[src/rtl/cf_pkg.sv]
package cf_pkg;
    localparam int CYC_W = 5;

    typedef enum logic [3:0] {
        K_NOP, K_JP, K_JR, K_DJNZ, K_CALL, K_RET, K_RST, K_RETI, K_RETN, K_BAD
    } cf_kind_e;

    typedef struct packed {
        logic [15:0]      next_pc;
        logic             taken;
        logic             push;
        logic             pop;
        logic [15:0]      ret_addr;
        logic [7:0]       b_next;
        logic             iff_copy;
        logic [CYC_W-1:0] cycles;
        logic             unsupported;
    } cf_result_t;

    localparam logic [CYC_W-1:0] T_NOP      = 5'd4;
    localparam logic [CYC_W-1:0] T_JP       = 5'd10;
    localparam logic [CYC_W-1:0] T_JR_YES   = 5'd12;
    localparam logic [CYC_W-1:0] T_JR_NO    = 5'd7;
    localparam logic [CYC_W-1:0] T_DJ_YES   = 5'd13;
    localparam logic [CYC_W-1:0] T_DJ_NO    = 5'd8;
    localparam logic [CYC_W-1:0] T_CALL_YES = 5'd17;
    localparam logic [CYC_W-1:0] T_CALL_NO  = 5'd10;
    localparam logic [CYC_W-1:0] T_RET      = 5'd10;
    localparam logic [CYC_W-1:0] T_RETC_YES = 5'd11;
    localparam logic [CYC_W-1:0] T_RETC_NO  = 5'd5;
    localparam logic [CYC_W-1:0] T_RST      = 5'd11;
    localparam logic [CYC_W-1:0] T_IRET     = 5'd14;
endpackage

[src/rtl/cf_cond_eval.sv]
module cf_cond_eval #(
    parameter int CW        = 3,
    parameter int SIGN_BIT  = 7,
    parameter int ZERO_BIT  = 6,
    parameter int PV_BIT    = 2,
    parameter int CARRY_BIT = 0
) (
    input  logic [CW-1:0] code,
    input  logic [7:0]    flags,
    output logic          hit
);
    logic base_hit;

    always_comb begin
        unique case (code[1:0])
            2'd0: base_hit = !flags[ZERO_BIT];
            2'd1: base_hit =  flags[ZERO_BIT];
            2'd2: base_hit = !flags[CARRY_BIT];
            default: base_hit = flags[CARRY_BIT];
        endcase
    end

    generate
        if (CW >= 3) begin : g_full
            logic ext_hit;
            always_comb begin
                unique case (code[1:0])
                    2'd0: ext_hit = !flags[PV_BIT];
                    2'd1: ext_hit =  flags[PV_BIT];
                    2'd2: ext_hit = !flags[SIGN_BIT];
                    default: ext_hit = flags[SIGN_BIT];
                endcase
            end
            assign hit = code[2] ? ext_hit : base_hit;
        end else begin : g_short
            assign hit = base_hit;
        end
    endgenerate
endmodule

[src/rtl/cf_decode.sv]
module cf_decode
    import cf_pkg::*;
(
    input  logic       prefix_ed,
    input  logic [7:0] opcode,
    output cf_kind_e   kind,
    output logic       is_cond
);
    always_comb begin
        kind    = K_BAD;
        is_cond = 1'b0;
        if (prefix_ed) begin
            if (opcode == 8'h4D)      kind = K_RETI;
            else if (opcode == 8'h45) kind = K_RETN;
        end else if (opcode == 8'h00) kind = K_NOP;
        else if (opcode == 8'h10)     kind = K_DJNZ;
        else if (opcode == 8'h18)     kind = K_JR;
        else if (opcode[7:5] == 3'b001 && opcode[2:0] == 3'b000) begin
            kind = K_JR; is_cond = 1'b1;
        end else if (opcode == 8'hC3) kind = K_JP;
        else if (opcode == 8'hCD)     kind = K_CALL;
        else if (opcode == 8'hC9)     kind = K_RET;
        else if (opcode[7:6] == 2'b11) begin
            unique case (opcode[2:0])
                3'b010: begin kind = K_JP;   is_cond = 1'b1; end
                3'b100: begin kind = K_CALL; is_cond = 1'b1; end
                3'b000: begin kind = K_RET;  is_cond = 1'b1; end
                3'b111: kind = K_RST;
                default: kind = K_BAD;
            endcase
        end
    end
endmodule

[src/rtl/cf_nextpc_unit.sv]
module cf_nextpc_unit
    import cf_pkg::*;
(
    input  logic              clk,
    input  logic              rst_n,
    input  logic              dec_en,
    input  logic              prefix_ed,
    input  logic [7:0]        opcode,
    input  logic [7:0]        imm_lo,
    input  logic [7:0]        imm_hi,
    input  logic [7:0]        flags,
    input  logic [7:0]        reg_b,
    input  logic [15:0]       pc_cur,
    input  logic [15:0]       stack_word,
    output logic              res_valid,
    output logic [15:0]       next_pc,
    output logic              taken,
    output logic              push_req,
    output logic              pop_req,
    output logic [15:0]       ret_addr,
    output logic [7:0]        b_next,
    output logic              iff_copy,
    output logic [CYC_W-1:0]  cycles,
    output logic              unsupported
);
    typedef enum logic {ST_IDLE, ST_HOLD} cf_state_e;

    cf_state_e  state_q;
    cf_result_t res_d, res_q;
    cf_kind_e   kind;
    logic       is_cond, hit3, hit2, ok3, ok2;

    cf_decode u_dec (
        .prefix_ed (prefix_ed),
        .opcode    (opcode),
        .kind      (kind),
        .is_cond   (is_cond)
    );

    cf_cond_eval #(.CW(3)) u_cc3 (.code(opcode[5:3]), .flags(flags), .hit(hit3));
    cf_cond_eval #(.CW(2)) u_cc2 (.code(opcode[4:3]), .flags(flags), .hit(hit2));

    assign ok3 = !is_cond || hit3;
    assign ok2 = !is_cond || hit2;

    logic [15:0] pc1, pc2, pc3, imm16, rel_tgt;
    logic [7:0]  b_dec;

    assign pc1     = pc_cur + 16'd1;
    assign pc2     = pc_cur + 16'd2;
    assign pc3     = pc_cur + 16'd3;
    assign imm16   = {imm_hi, imm_lo};
    assign rel_tgt = pc2 + {{8{imm_lo[7]}}, imm_lo};
    assign b_dec   = reg_b - 8'd1;

    always_comb begin
        res_d          = '0;
        res_d.next_pc  = pc1;
        res_d.b_next   = reg_b;
        res_d.cycles   = T_NOP;
        unique case (kind)
            K_NOP: ;
            K_JP: begin
                res_d.taken   = ok3;
                res_d.next_pc = ok3 ? imm16 : pc3;
                res_d.cycles  = T_JP;
            end
            K_JR: begin
                res_d.taken   = ok2;
                res_d.next_pc = ok2 ? rel_tgt : pc2;
                res_d.cycles  = ok2 ? T_JR_YES : T_JR_NO;
            end
            K_DJNZ: begin
                res_d.b_next  = b_dec;
                res_d.taken   = (b_dec != 8'd0);
                res_d.next_pc = (b_dec != 8'd0) ? rel_tgt : pc2;
                res_d.cycles  = (b_dec != 8'd0) ? T_DJ_YES : T_DJ_NO;
            end
            K_CALL: begin
                res_d.taken    = ok3;
                res_d.push     = ok3;
                res_d.ret_addr = pc3;
                res_d.next_pc  = ok3 ? imm16 : pc3;
                res_d.cycles   = ok3 ? T_CALL_YES : T_CALL_NO;
            end
            K_RET: begin
                res_d.taken   = ok3;
                res_d.pop     = ok3;
                res_d.next_pc = ok3 ? stack_word : pc1;
                res_d.cycles  = !is_cond ? T_RET : (ok3 ? T_RETC_YES : T_RETC_NO);
            end
            K_RST: begin
                res_d.taken    = 1'b1;
                res_d.push     = 1'b1;
                res_d.ret_addr = pc1;
                res_d.next_pc  = {10'd0, opcode[5:3], 3'd0};
                res_d.cycles   = T_RST;
            end
            K_RETI, K_RETN: begin
                res_d.taken    = 1'b1;
                res_d.pop      = 1'b1;
                res_d.next_pc  = stack_word;
                res_d.iff_copy = (kind == K_RETN);
                res_d.cycles   = T_IRET;
            end
            default: res_d.unsupported = 1'b1;
        endcase
    end

    // State register and result register
    always_ff @(posedge clk) begin
        if (!rst_n) begin
            state_q <= ST_IDLE;
            res_q   <= '0;
        end else begin
            unique case (state_q)
                ST_IDLE: state_q <= dec_en ? ST_HOLD : ST_IDLE;
                ST_HOLD: state_q <= dec_en ? ST_HOLD : ST_IDLE;
                default: state_q <= ST_IDLE;
            endcase
            res_q <= dec_en ? res_d : '0;
        end
    end

    // Output process
    always_comb begin
        res_valid   = (state_q == ST_HOLD);
        next_pc     = res_q.next_pc;
        taken       = res_q.taken;
        push_req    = res_q.push;
        pop_req     = res_q.pop;
        ret_addr    = res_q.ret_addr;
        b_next      = res_q.b_next;
        iff_copy    = res_q.iff_copy;
        cycles      = res_q.cycles;
        unsupported = res_q.unsupported;
    end

    p_bad_no_stack_r13: assert property (@(posedge clk) disable iff (!rst_n)
        (res_valid && unsupported) |-> (!push_req && !pop_req && next_pc == $past(pc_cur) + 16'd1));

    p_pop_loads_stack_r9: assert property (@(posedge clk) disable iff (!rst_n)
        pop_req |-> (res_valid && next_pc == $past(stack_word)));

    p_push_pop_excl_r8: assert property (@(posedge clk) disable iff (!rst_n)
        !(push_req && pop_req));

    p_djnz_dec_r7: assert property (@(posedge clk) disable iff (!rst_n)
        (res_valid && !$past(prefix_ed) && $past(opcode) == 8'h10) |-> (b_next == $past(reg_b) - 8'd1));

    p_rst_vector_r10: assert property (@(posedge clk) disable iff (!rst_n)
        (res_valid && !$past(prefix_ed) && $past(opcode[7:6]) == 2'b11 && $past(opcode[2:0]) == 3'b111)
        |-> (push_req && next_pc[15:6] == 10'd0 && cycles == T_RST));

    p_iff_needs_pop_r11: assert property (@(posedge clk) disable iff (!rst_n)
        iff_copy |-> pop_req);

    p_idle_quiet_r2: assert property (@(posedge clk) disable iff (!rst_n)
        !res_valid |-> (!push_req && !pop_req && !taken && cycles == '0));
endmodule

[config.mk]
export PLATFORM = sky130hd
export DESIGN_NAME = cf_nextpc_unit
export DESIGN_NICKNAME = d
export VERILOG_FILES = /design/src/rtl/cf_pkg.sv /design/src/rtl/cf_cond_eval.sv /design/src/rtl/cf_decode.sv /design/src/rtl/cf_nextpc_unit.sv
export SDC_FILE = /design/constraint.sdc
export NUM_CORES = 1
export LEC_CHECK = 0
export ABC_CLOCK_PERIOD_IN_PS = 3400
export BUFFER_PORTS_ARGS = -buffer_cell sky130_fd_sc_hd__buf_2
export CAP_MARGIN = 20
export CORE_MARGIN = 3
export CORE_UTILIZATION = 48
export CTS_CLUSTER_SIZE = 20
export DETAILED_ROUTE_END_ITERATION = 12
export HOLD_SLACK_MARGIN = 0.03
export PLACE_DENSITY_LB_ADDON = 0.3
export SETUP_SLACK_MARGIN = 0.5
export SYNTH_ARGS = -nofsm -noshare
export SYNTH_HDL_FRONTEND = slang
export SYNTH_SLANG_ARGS = --single-unit
[constraint.sdc]
create_clock -name clk -period 3.4 [get_ports clk]
set_clock_uncertainty 0.05 [all_clocks]
set_input_delay 0.51 -clock clk [delete_from_list [all_inputs] [get_ports clk]]
set_output_delay 0.51 -clock clk [all_outputs]
set_load 0.05 [all_outputs]
==> flow_summary.ini <==
[routing]
dr.pass1.iters = 6
wl_per_cell_um = 19.3
ant_nets = 0
wl_mm = 15.7
drtIter0Drc = 605
vias = 5027
viasPerCell = 6.19
drc = 0

[sta]
relSlewSlack = 0.518
rsz0062_at_grt = yes
fin_crit_ps = 2870
post-route-period-util = 0.844
drv_slew = 0
finalSetupViolations = 0
worstMarginPinSlew_ps = 718
tns_ps = 0
final-hold-violation-count = 0
fmax_mhz = 349

[die]
die_area_um2 = 10400
ios = 127
fp-row-count = 34
die_width_um = 102
start_util = 0.501
die_h_um = 102
core_area_um2 = 8850

[yosys]
yosysMostFrequentCell = nor2_1
ys_types = 78
synth_seq_cells = 51
synth_top_area_frac = 0.230
synth_area_um2 = 4440
synth_seq_area_share = 0.230
synthFlopType = dfxtp_1
synth_area_leaders = dfxtp_1, xnor2_1, xor2_1
yosysTopAreaCell = dfxtp_1
yosysWarnings = 0
synthArstFlopShare = 0
syn_inst = 569
avgSynthCellArea_um2 = 7.80
syn_nets = 667
synthTopCellsByCount = nor2_1, nand2_1, dfxtp_1
synth_edf_count = 0

[power_and_ir_drop]
power.switching_mw = 0.597
leakage_nw = 2.36
worst_ir_drop_vdd_uv = 242
seq_power_share = 0.371
internal_power_mw = 1.07
swShare = 0.358
pwr-share-comb = 0.354
clock_power_share = 0.275
powerDensity_nw_per_um2 = 292

[setup_path]
worstSetupPathType = in2reg
required_ps = 3580
crit_fanout = 4
start_kind = primary input
critical_path_arrival_ps = 3040
end_kind = flip-flop

[place]
portBuffers = 122
dp.cells = 787
routabilityCongestion = 0.982
dp_hpwl_mm = 11.6

[clock_network]
clk_pin_slew_ps = 100
cts_htree_levels = 2
cts.sinks = 51
cts_hold_buf = 0
numCtsBuffers = 5
tritoncts = yes
clockBufferDepth = 2
cts_root_buf = clkbuf_8

[global_routing]
busiest_layer = met2
grt_use_met3 = 0.0471
track_usage = 0.290
grt_pass1_wl_mm = 23.7
grt_util_met2 = 0.481
grt_pass1_vias = 4673
grt_use_met1 = 0.375
grt_overflow = 0
antenna_found_initial = 0
grt_max_degree = 34

[finish]
instances_no_fill = 812
fill_cells = 776
drive_above_1_share = 0.320
final_nets = 800
multi_input_area_um2 = 3400
seqCellArea_um2 = 1020
syn_to_final_growth_pct = 28.8

[worst_hold_path]
hp-start = reg_b[7]
hold_end = b_next[7]
hold_path.class = in2reg
hold-path-cell-count = 3

[status]
status = complete, no violations

[job]
max-cap-violations = 0
[through the flow]
stage	hold slack [ps]	cell area, µm²	total power [mW]	worst slack (ps)	utilization
floorplan	537	4570	1.01	356	-
global placement	723	5250	1.14	118	0.594
detailed placement	736	5250	1.16	47.1	0.594
CTS	405	5460	1.62	505	0.617
global route	408	5710	1.74	450	0.645
finish	403	5710	1.67	531	0.646
[sequential cells by signal, summed over array words and instances (netlist names), 5 cells and up]
name      count
b_next        8
cycles        5
next_pc      16
ret_addr     16
[worst max-delay path, stage by stage]
cell       delay, ps
buf_8             80
nand4_1          170
nor2_4           200
xor2_2           230
ha_4             260
a2111oi_4        360
nand2b_1         140
a221o_1          410
a31oi_4          190
o21ai_2           90
mux2i_1          130
a221oi_1         270
[cell type report]
| type | instances | share of cell area |
|---|---|---|
| tap | 108 | 0.0237 |
| clock inverter | 3 | 0.00810 |
| clock buffer | 5 | 0.0120 |
| inverter | 17 | 0.0112 |
| antenna | 1 | 0.000438 |
| timing repair buffer | 162 | 0.170 |
| sequential | 51 | 0.179 |
| multi-input combinational | 465 | 0.596 |
[power groups by stage]
stage	logic, mW	registers, mW	clock network [mW]
final	0.591	0.619	0.460
after global routing	0.631	0.621	0.488
after CTS	0.538	0.620	0.467
after detailed placement	0.523	0.633	0
after global placement	0.508	0.633	0
after floorplan	0.312	0.699	0
[repair_timing]
| item | in CTS | in global routing |
|---|---|---|
| gates resized for setup | 6 | 37 |
| pin swaps | 9 | 25 |
| buffers inserted | 8 | 8 |
| setup endpoints to repair | 3 | 11 |
[layer usage]
layer  routed length [µm]  share of wire
met1                 6330           0.40
met2                 7380           0.47
met3                 1450          0.092
met4                  549          0.035
met5                    0              0
[worst max path at each step]
stage | from | to | depth (start not counted) | slack, ps
after global routing | pc_cur[2] | next_pc[14] | 12 | 450
after global placement | pc_cur[4] | next_pc[14] | 12 | 120
final | pc_cur[2] | next_pc[14] | 12 | 530
after CTS | pc_cur[1] | next_pc[13] | 15 | 510
after detailed placement | pc_cur[4] | next_pc[14] | 12 | 50
after floorplan | pc_cur[3] | next_pc[14] | 12 | 360
[layout by cell type, fill, tap and decap left out, types with 4 or more instances in the layout]
| cell type | netlist | routed |
|---|---|---|
| or3_1 | 4 | 4 |
| buf_4 | 4 | 39 |
| o21ai_1 | 7 | 8 |
| nor4_1 | 7 | 7 |
| nor3_1 | 13 | 13 |
| o22a_1 | 5 | 5 |
| nand2b_1 | 11 | 11 |
| a21oi_1 | 27 | 25 |
| o211ai_1 | 6 | 6 |
| o21a_1 | 4 | 4 |
| xnor2_1 | 33 | 31 |
| a21o_1 | 6 | 6 |
| o22ai_1 | 6 | 6 |
| dfxtp_1 | 51 | 51 |
| nand3b_1 | 4 | 4 |
| ha_1 | 21 | 15 |
| nand3_1 | 18 | 17 |
| ha_4 | 0 | 5 |
| a211o_1 | 4 | 4 |
| o221ai_1 | 7 | 7 |
| clkbuf_8 | 0 | 5 |
| o21ai_0 | 17 | 15 |
| nand4_1 | 6 | 6 |
| nand2_1 | 56 | 56 |
| buf_2 | 5 | 115 |
| or2_2 | 6 | 4 |
| and2_1 | 6 | 6 |
| inv_1 | 17 | 17 |
| mux2i_1 | 7 | 7 |
| or2_4 | 2 | 4 |
| buf_6 | 3 | 4 |
| xor2_1 | 33 | 31 |
| a211oi_1 | 9 | 8 |
| nor2_1 | 69 | 66 |
| a22oi_1 | 8 | 8 |
[kinds of logic (layout without fill, tap and decap cells)]
| logic type | after synthesis | count (layout) | synth area share |
|---|---|---|---|
| xor+xnor | 66 | 66 | 0.130 |
| flops | 51 | 51 | 0.230 |
| fa+ha+maj | 22 | 22 | 0.0637 |
| mux | 8 | 8 | 0.0209 |
| buf+inv | 53 | 187 | 0.0547 |
| simple gates | 227 | 227 | 0.263 |
| compound gates | 142 | 142 | 0.237 |
| other cells | 0 | 1 | 0 |
Note: power is estimated with default switching activity, not from simulation.
